**src/rtl/can_retry_pkg.sv**
```systemverilog
package can_retry_pkg;
  typedef enum logic [1:0] {
    ST_OK       = 2'b00,
    ST_ARB_LOST = 2'b01,
    ST_NO_ACK   = 2'b10,
    ST_BUS_ERR  = 2'b11
  } done_status_e;

  localparam logic [1:0] CFG_ONE   = 2'b00;
  localparam logic [1:0] CFG_THREE = 2'b01;
endpackage

```
**src/rtl/can_retry_limit_dec.sv**
```systemverilog
module can_retry_limit_dec
  import can_retry_pkg::*;
#(
  parameter int CNT_W = 4
) (
  input  logic             limit_en_i,
  input  logic [1:0]       cfg_i,
  output logic             limited_o,
  output logic [CNT_W-1:0] limit_o
);
  always_comb begin
    limited_o = 1'b0;
    limit_o   = '0;
    if (limit_en_i) begin
      unique case (cfg_i)
        CFG_ONE:   begin limited_o = 1'b1; limit_o = CNT_W'(1); end
        CFG_THREE: begin limited_o = 1'b1; limit_o = CNT_W'(3); end
        default:   begin limited_o = 1'b0; limit_o = '0;        end
      endcase
    end
  end
endmodule

```
**src/rtl/can_retry_slot.sv**
```systemverilog
module can_retry_slot
  import can_retry_pkg::*;
#(
  parameter int CNT_W = 4
) (
  input  logic             clk_i,
  input  logic             rst_ni,
  input  logic             limit_en_i,
  input  logic [1:0]       cfg_i,
  input  logic             load_i,
  input  logic             start_i,
  input  logic             done_i,
  input  logic [1:0]       status_i,
  output logic             retry_o,
  output logic             abandon_o,
  output logic             exhausted_o,
  output logic [CNT_W-1:0] cnt_o
);
  localparam logic [CNT_W-1:0] CNT_MAX = {CNT_W{1'b1}};

  logic             limited;
  logic [CNT_W-1:0] limit;
  logic             ok_done, fail_done, reached;

  can_retry_limit_dec #(.CNT_W(CNT_W)) u_dec (
    .limit_en_i (limit_en_i),
    .cfg_i      (cfg_i),
    .limited_o  (limited),
    .limit_o    (limit)
  );

  assign ok_done   = done_i && (status_i == ST_OK);
  assign fail_done = done_i && (status_i != ST_OK) && !load_i;
  assign reached   = limited && (cnt_o >= limit);

  always_ff @(posedge clk_i or negedge rst_ni) begin
    if (!rst_ni) begin
      cnt_o       <= '0;
      exhausted_o <= 1'b0;
      retry_o     <= 1'b0;
      abandon_o   <= 1'b0;
    end else begin
      retry_o   <= fail_done && !reached;
      abandon_o <= fail_done && reached;
      if (load_i) begin
        cnt_o       <= '0;
        exhausted_o <= 1'b0;
      end else begin
        if (ok_done)                          cnt_o <= '0;
        else if (start_i && cnt_o != CNT_MAX) cnt_o <= cnt_o + 1'b1;
        if (fail_done && reached)             exhausted_o <= 1'b1;
      end
    end
  end

  a_r7_abandon_exclusive: assert property (@(posedge clk_i) disable iff (!rst_ni)
    !(retry_o && abandon_o));
  a_r7_abandon_sticky: assert property (@(posedge clk_i) disable iff (!rst_ni)
    abandon_o |-> exhausted_o);
  a_r8_success_quiet: assert property (@(posedge clk_i) disable iff (!rst_ni)
    (done_i && status_i == ST_OK) |=> (!retry_o && !abandon_o));
  a_r6_unlimited_retry: assert property (@(posedge clk_i) disable iff (!rst_ni)
    (done_i && status_i != ST_OK && !limit_en_i && !load_i) |=> retry_o);
  a_r9_load_clears: assert property (@(posedge clk_i) disable iff (!rst_ni)
    load_i |=> (cnt_o == '0 && !exhausted_o));
  a_r11_saturate: assert property (@(posedge clk_i) disable iff (!rst_ni)
    (cnt_o == CNT_MAX && !load_i && !(done_i && status_i == ST_OK)) |=> cnt_o == CNT_MAX);
endmodule

```
**src/rtl/can_retry_limiter.sv**
```systemverilog
module can_retry_limiter
  import can_retry_pkg::*;
#(
  parameter int NUM_FIFO = 4,
  parameter int CNT_W    = 4,
  localparam int FIFO_W  = (NUM_FIFO > 1) ? $clog2(NUM_FIFO) : 1
) (
  input  logic                      clk_i,
  input  logic                      rst_ni,
  input  logic                      limit_en_i,
  input  logic [2*NUM_FIFO-1:0]     attempt_cfg_i,
  input  logic                      load_i,
  input  logic [FIFO_W-1:0]         load_fifo_i,
  input  logic                      start_i,
  input  logic [FIFO_W-1:0]         start_fifo_i,
  input  logic                      done_i,
  input  logic [FIFO_W-1:0]         done_fifo_i,
  input  logic [1:0]                done_status_i,
  output logic [NUM_FIFO-1:0]       retry_o,
  output logic [NUM_FIFO-1:0]       abandon_o,
  output logic [NUM_FIFO-1:0]       exhausted_o,
  output logic [CNT_W*NUM_FIFO-1:0] attempt_cnt_o
);
  for (genvar g = 0; g < NUM_FIFO; g++) begin : g_slot
    logic sel_load, sel_start, sel_done;
    assign sel_load  = load_i  && (load_fifo_i  == FIFO_W'(g));
    assign sel_start = start_i && (start_fifo_i == FIFO_W'(g));
    assign sel_done  = done_i  && (done_fifo_i  == FIFO_W'(g));

    can_retry_slot #(.CNT_W(CNT_W)) u_slot (
      .clk_i       (clk_i),
      .rst_ni      (rst_ni),
      .limit_en_i  (limit_en_i),
      .cfg_i       (attempt_cfg_i[2*g +: 2]),
      .load_i      (sel_load),
      .start_i     (sel_start),
      .done_i      (sel_done),
      .status_i    (done_status_i),
      .retry_o     (retry_o[g]),
      .abandon_o   (abandon_o[g]),
      .exhausted_o (exhausted_o[g]),
      .cnt_o       (attempt_cnt_o[CNT_W*g +: CNT_W])
    );
  end

  a_r10_single_pulse: assert property (@(posedge clk_i) disable iff (!rst_ni)
    $onehot0(retry_o | abandon_o));
endmodule

```
**config.mk**
```make
export PLATFORM = sky130hd
export DESIGN_NAME = can_retry_limiter
export DESIGN_NICKNAME = d
export VERILOG_FILES = /design/src/rtl/can_retry_pkg.sv /design/src/rtl/can_retry_limit_dec.sv /design/src/rtl/can_retry_slot.sv /design/src/rtl/can_retry_limiter.sv
export SDC_FILE = /design/constraint.sdc
export NUM_CORES = 1
export LEC_CHECK = 0
export BUFFER_PORTS_ARGS = -buffer_cell sky130_fd_sc_hd__clkbuf_2
export CAP_MARGIN = 20
export CORE_ASPECT_RATIO = 1.75
export CORE_MARGIN = 4
export CORE_UTILIZATION = 50
export DETAILED_ROUTE_END_ITERATION = 6
export PLACE_DENSITY = 0.78
export SLEW_MARGIN = 20
export SYNTH_ARGS = -nofsm -noshare
export SYNTH_HDL_FRONTEND = slang
export SYNTH_SLANG_ARGS = --single-unit
```
**constraint.sdc**
```tcl
create_clock -name clk_i -period 2.95 [get_ports clk_i]
set_input_delay 0.59 -clock clk_i [delete_from_list [all_inputs] [get_ports clk_i]]
set_output_delay 0.59 -clock clk_i [all_outputs]
set_load 0.01 [all_outputs]
```
==> flow_summary.yaml, run 1 <==
status:
  status: "complete, no violations"
setup_path:
  cp.required_ns: 3.16
  r2r_setup_slack_ns: 1.21
  reg2reg_depth: 6
  critPathArrivalTime_ns: 2.18
  startpoint_type: "input pin"
  cp_max_fo: 4
  critical_path_class: "input pin to register"
  end_kind: "register"
floorplan:
  rows: 27
  start_util_pct: 52.5
  dieArea_um2: 4360
  io_pins: 50
  fp.dieW_um: 51.6
  fp.dieH_um: 84.4
  coreArea_um2: 3180
logic_synthesis:
  synthTopCellsByArea: "dfrtp_1 42%, ha_1 9.0%, buf_4 5.4%"
  ys.flop_type: "dfrtp_1"
  ys_async_sr_fraction_pct: 100
  ys_seq_elements: 28
  syn_area_per_cell_um2: 9.69
  synth_top_cell_area_share_pct: 42.0
  yosysTopAreaCell: "dfrtp_1"
  ys_seq_area_share_pct: 42.0
  synth_nets: 206
  syn_inst: 172
  synth_warnings: 0
  synth_area_um2: 1670
  synth_cell_types: 41
  synth_edf_count: 0
clock_tree:
  cts_tree: "built"
  clock-sinks: 28
  cts_buffer_depth: 2
  cts_setup_buffers: 0
  path_clk_slew_ns: 0.09
  cts-resized-gates: 0
  htreeDepth: 1
  cts_buffers: 3
  clk_latency_ns: 0.27
  hold_buffers: 0
  cts_root_buf: "clkbuf_8"
timing:
  hold_viol: 0
  worst_pin_slew_ns: 0.669
  skew_ns: 0.00301
  setup_viol: 0
  max_freq_mhz: 509
  fin_tns_setup_ns: 0
  relSlewSlack_pct: 55.4
  slew_violations: 0
  fin_crit_sh_pct: 66.6
  period_minus_slack_ns: 1.96
  timing.hold.ws_ns: 0.334
  rsz0062_at_grt: "false"
detailed_routing:
  ant_nets: 0
  dr_total_vias: 1371
  drc: 0
  vias_per_cell: 5.38
  wl_per_cell_um: 13.3
  drt_pass1_iterations: 4
  drtIter0Drc: 23
  drt_wl_total_um: 3390
finish:
  num-nets-final: 247
  final_layout_size_suffix_gt1_share_pct: 28.8
  syn_to_final_growth_pct: 15.5
  final_cells: 255
  diodes: 0
job:
  max_cap_viol_count: 0
placement:
  dpl.hpwl_um: 2810
  portBuffers: 49
  dp.cells: 251
  place_congestion: 0.806
global_routing:
  grt_pass1_vias: 1335
  gr-usage-all-layers_pct: 16.8
  grt_pass1_wl_um: 5660
  grt_overflow: 0
  grt_max_degree: 29
  antenna_found_initial: 0
power_and_ir_drop:
  irDropWorstVdd_v: 0.000380
  p_per_area_nw_per_um2: 524
  p_leak_nw: 1.04
  p_total_mw: 1.01
worst_hold_path:
  hold_path.class: "input pin to asynchronous set/reset pin"
-- logic make-up (layout without fill, tap and decap cells) --
group | after synthesis | in the layout | share of synthesized area (%)
AND/OR/NAND/NOR | 79 | 79 | 26.4
flip-flops | 28 | 28 | 42.0
buffers and inverters | 23 | 63 | 7.96
AO/OA/AOI/OAI | 22 | 22 | 10.3
adder cells (fa/ha/maj) | 12 | 12 | 9.01
XOR/XNOR | 7 | 7 | 3.68
multiplexers | 1 | 1 | 0.601
-- state kept, by name, indices dropped and copies added, names as in the netlist --
signal and flops:
g_slot.u_slot.abandon_o 4, g_slot.u_slot.cnt_o 16, g_slot.u_slot.exhausted_o 4, g_slot.u_slot.retry_o 4
-- cells in the final DEF (no fill, tap or decap), types with 3 or more instances in the layout --
master,Yosys,layout
nor3_1,10,10
clkbuf_8,0,4
dfrtp_1,28,28
nor2_1,15,15
a21oi_1,7,7
and4b_1,3,3
and3_1,3,3
xnor2_1,5,5
nand2b_1,4,4
clkbuf_2,0,49
nand2_1,14,14
nand3_1,14,14
inv_1,10,10
ha_1,12,12
-- power breakdown --
group          switching (mW)  internal (mW)  leakage, nW  total, mW
logic                   0.154          0.137        0.627      0.291
clock network           0.111          0.119       0.0288      0.231
registers              0.0562          0.431        0.380      0.487
-- routing by layer --
layer	wire, um	vias up	track usage (%)
met3	181	5	2.31
met2	1780	38	30.7
met4	67	0	7.16
met1	1360	648	18.6
met5	0	-	0
li1	-	680	-
-- layout make-up --
type	instances	area, um2
fill	321	1250
multi-input combinational	121	833
sequential	28	701
timing repair buffer	49	245
clock buffer	4	55.1
tap	43	53.8
inverter	10	37.5
-- cells in the mapped netlist, drive strengths merged, types with 3 or more instances --
cell type,number
dfrtp,28
nor2,15
nand2,14
nand3,14
buf,13
ha,12
inv,10
nor3,10
a21oi,7
xnor2,5
nand2b,4
nor2b,4
a21o,3
and3,3
and4b,3
-- critical path, cell delays in order --
cell and delay, ns:
clkbuf_2 0.14, nor2b_1 0.22, nand2_1 0.08, ha_1 0.27
a21boi_0 0.13, o41ai_1 0.50, nor2b_2 0.24
-- metrics by stage --
step                      area (um2)  setup slack [ns]  utilization (%)
after floorplan                 1670              1.04                -
after global placement          1870             0.816             58.9
after detailed placement        1870             0.686             58.9
after CTS                       1930             0.968             60.6
after global routing            1930             0.811             60.6
final                           1930             0.986             60.6
-- path summary, 6_finish.rpt --
path                                               from                      endpoint
max in group asynchronous                        rst_ni     g_slot[1].u_slot.cnt_o[1]
min reg2reg                g_slot[1].u_slot.exhausted_o  g_slot[1].u_slot.exhausted_o
max                                          limit_en_i      g_slot[0].u_slot.retry_o
min in group clk_i         g_slot[1].u_slot.exhausted_o  g_slot[1].u_slot.exhausted_o
max reg2reg                   g_slot[3].u_slot.cnt_o[0]  g_slot[3].u_slot.exhausted_o
min                                              rst_ni  g_slot[2].u_slot.exhausted_o
No activity file was read; power rests on OpenSTA's default activity.
==> run 2, diff against run 1 <==
clock period = 1.9 ns   (was 2.95 ns; I/O delays follow)
==> run 2 against run 1 <==
Net effect: clock power is 100% higher; register-to-register slack worse by 1.0 ns; die area stayed put; sequential power is 54% higher; clock-buffer cell count is 1 lower; setup slack worse by 0.80 ns; flip-flop and latch count stayed put; cell count is 1.6% higher; critical path type is now register to register; critical endpoint is now g_slot[1].u_slot.exhausted_o.
==> flow_summary.yaml, run 2 (synthesis results as in run 1) <==
detailed_routing:
  vias_per_cell: 5.26
  drc: 0
  dr_total_vias: 1362
  wl_met1_um: 1450
  wl_per_cell_um: 14.3
  drtIter0Drc: 18
  topRoutingLayerUsed: "met4"
  drt_wl_total_um: 3700
  dr_wl_met3_um: 250
  drt_pass1_iterations: 4
  ant_nets: 0
  dr_wl_met2_um: 1920
global_routing:
  grt_max_degree: 29
  gr-usage-all-layers_pct: 18.1
  grt_overflow: 0
  grt_pass1_vias: 1315
  grt_pass1_wl_um: 6060
  antenna_found_initial: 0
floorplan:
  coreArea_um2: 3180
  dieArea_um2: 4360
  fp.dieW_um: 51.6
  io_pins: 50
  rows: 27
  start_util_pct: 52.5
  fp.dieH_um: 84.4
finish:
  final_common_cell: "clkbuf_2"
  multi_input_area_um2: 833
  regArea_um2: 701
  largest_register_ffs: 16
  num-nets-final: 251
  syn_to_final_growth_pct: 18.3
  post-route-util_pct: 62.1
  fillerInstances: 312
  final_layout_size_suffix_gt1_share_pct: 30.1
  diodes: 0
  layout_common_cells: "49 x clkbuf_2, 28 x dfrtp_1, 15 x nor2_1"
  top_register: "g_slot.u_slot.cnt_o"
setup_path:
  startpoint_type: "register"
  critPathArrivalTime_ns: 1.90
  r2r_end: "g_slot[1].u_slot.exhausted_o"
  reg2reg_depth: 6
  rr_startpoint: "g_slot[1].u_slot.cnt_o[0]"
  crit_end: "g_slot[1].u_slot.exhausted_o"
  cp_max_fo: 4
  r2r_setup_slack_ns: 0.18
  cp.required_ns: 2.08
  crit_start: "g_slot[1].u_slot.cnt_o[0]"
  end_kind: "register"
  critical_path_class: "register to register"
clock_tree:
  cts_buffer_depth: 2
  path_clk_slew_ns: 0.10
  clock-sinks: 28
  hold_buffers: 0
  cts_setup_buffers: 0
  cts_tree: "built"
  cts_root_buf: "clkbuf_8"
  cts_buffers: 3
  htreeDepth: 1
  cts-resized-gates: 0
  clk_latency_ns: 0.27
timing:
  setup_viol: 0
  slew_violations: 0
  worst_pin_slew_ns: 0.691
  skew_ns: 0.00234
  fin_tns_setup_ns: 0
  rsz0062_at_grt: "false"
  max_freq_mhz: 582
  fin_crit_sh_pct: 90.4
  relSlewSlack_pct: 53.9
  period_minus_slack_ns: 1.72
  hold_viol: 0
placement:
  place_congestion: 0.819
  portBuffers: 49
  dpl.hpwl_um: 2930
job:
  max_cap_viol_count: 0
status:
  status: "complete, no violations"
worst_hold_path:
  hold_path.class: "input pin to asynchronous set/reset pin"
power_and_ir_drop:
  p_leak_nw: 1.06
  p_per_area_nw_per_um2: 869
  irDropWorstVdd_v: 0.000614
==> run 2: cell types whose count changed in the layout (fill, tap and decap cells not counted) <==
cell,delta
clkbuf_8,-1
buf_4,+4
bufinv_16,+1
==> run 2: through the flow <==
| stage | area, um2 | total power [mW] | setup slack, ns | hold slack, ns | instances |
|---|---|---|---|---|---|
| 4_1_cts | 1970 | 1.73 | 0.154 | 0.150 | 259 |
| 6_report | 1970 | 1.71 | 0.183 | 0.126 | 259 |
| 3_3_place_gp | 1900 | 1.23 | 0.0537 | 0.449 | 255 |
| 5_1_grt | 1970 | 1.83 | 0.0680 | 0.171 | 259 |
| 3_5_place_dp | 1900 | 1.25 | -0.0207 | 0.460 | 255 |
| 2_1_floorplan | 1670 | 1.07 | 0.195 | 0.0844 | 172 |
==> run 2: critical path, cell delays in order, from the launching register on <==
cell and delay (ns):
dfrtp_1 0.40, inv_1 0.10, ha_1 0.29, nand2b_1 0.15, a2111oi_2 0.41, nor3_1 0.12, a21o_1 0.16
==> run 2: cell type report <==
| cell class | count | area share, % |
|---|---|---|
| multi-input cells | 121 | 42.3 |
| flip-flops and latches | 28 | 35.5 |
| clock buffers | 3 | 2.09 |
| well taps | 43 | 2.73 |
| repair buffers | 53 | 14.0 |
| inverters | 10 | 1.90 |
| clock inverters | 1 | 1.52 |
==> run 2: how the worst min path moves through the flow <==
stage	start	slack, ns	cells past startpoint	endpoint
2_1_floorplan	rst_ni	0.08	0	g_slot[0].u_slot.abandon_o
3_3_place_gp	rst_ni	0.45	1	g_slot[2].u_slot.abandon_o
3_5_place_dp	rst_ni	0.46	1	g_slot[1].u_slot.abandon_o
4_1_cts	rst_ni	0.15	1	g_slot[1].u_slot.abandon_o
5_1_grt	rst_ni	0.17	1	g_slot[1].u_slot.abandon_o
6_report	rst_ni	0.13	1	g_slot[1].u_slot.abandon_o
==> run 2: per-layer routing <==
metal	vias up	track usage, %
met5	-	0
met3	8	3.91
met4	0	6.92
met1	624	20.6
li1	687	-
met2	43	31.9
==> run 2: power by group <==
group	leakage, nW	internal [mW]	switching [mW]
Clock	0.0357	0.282	0.189
Sequential	0.380	0.669	0.0806
Combinational	0.646	0.230	0.262
Total	1.06	1.18	0.532
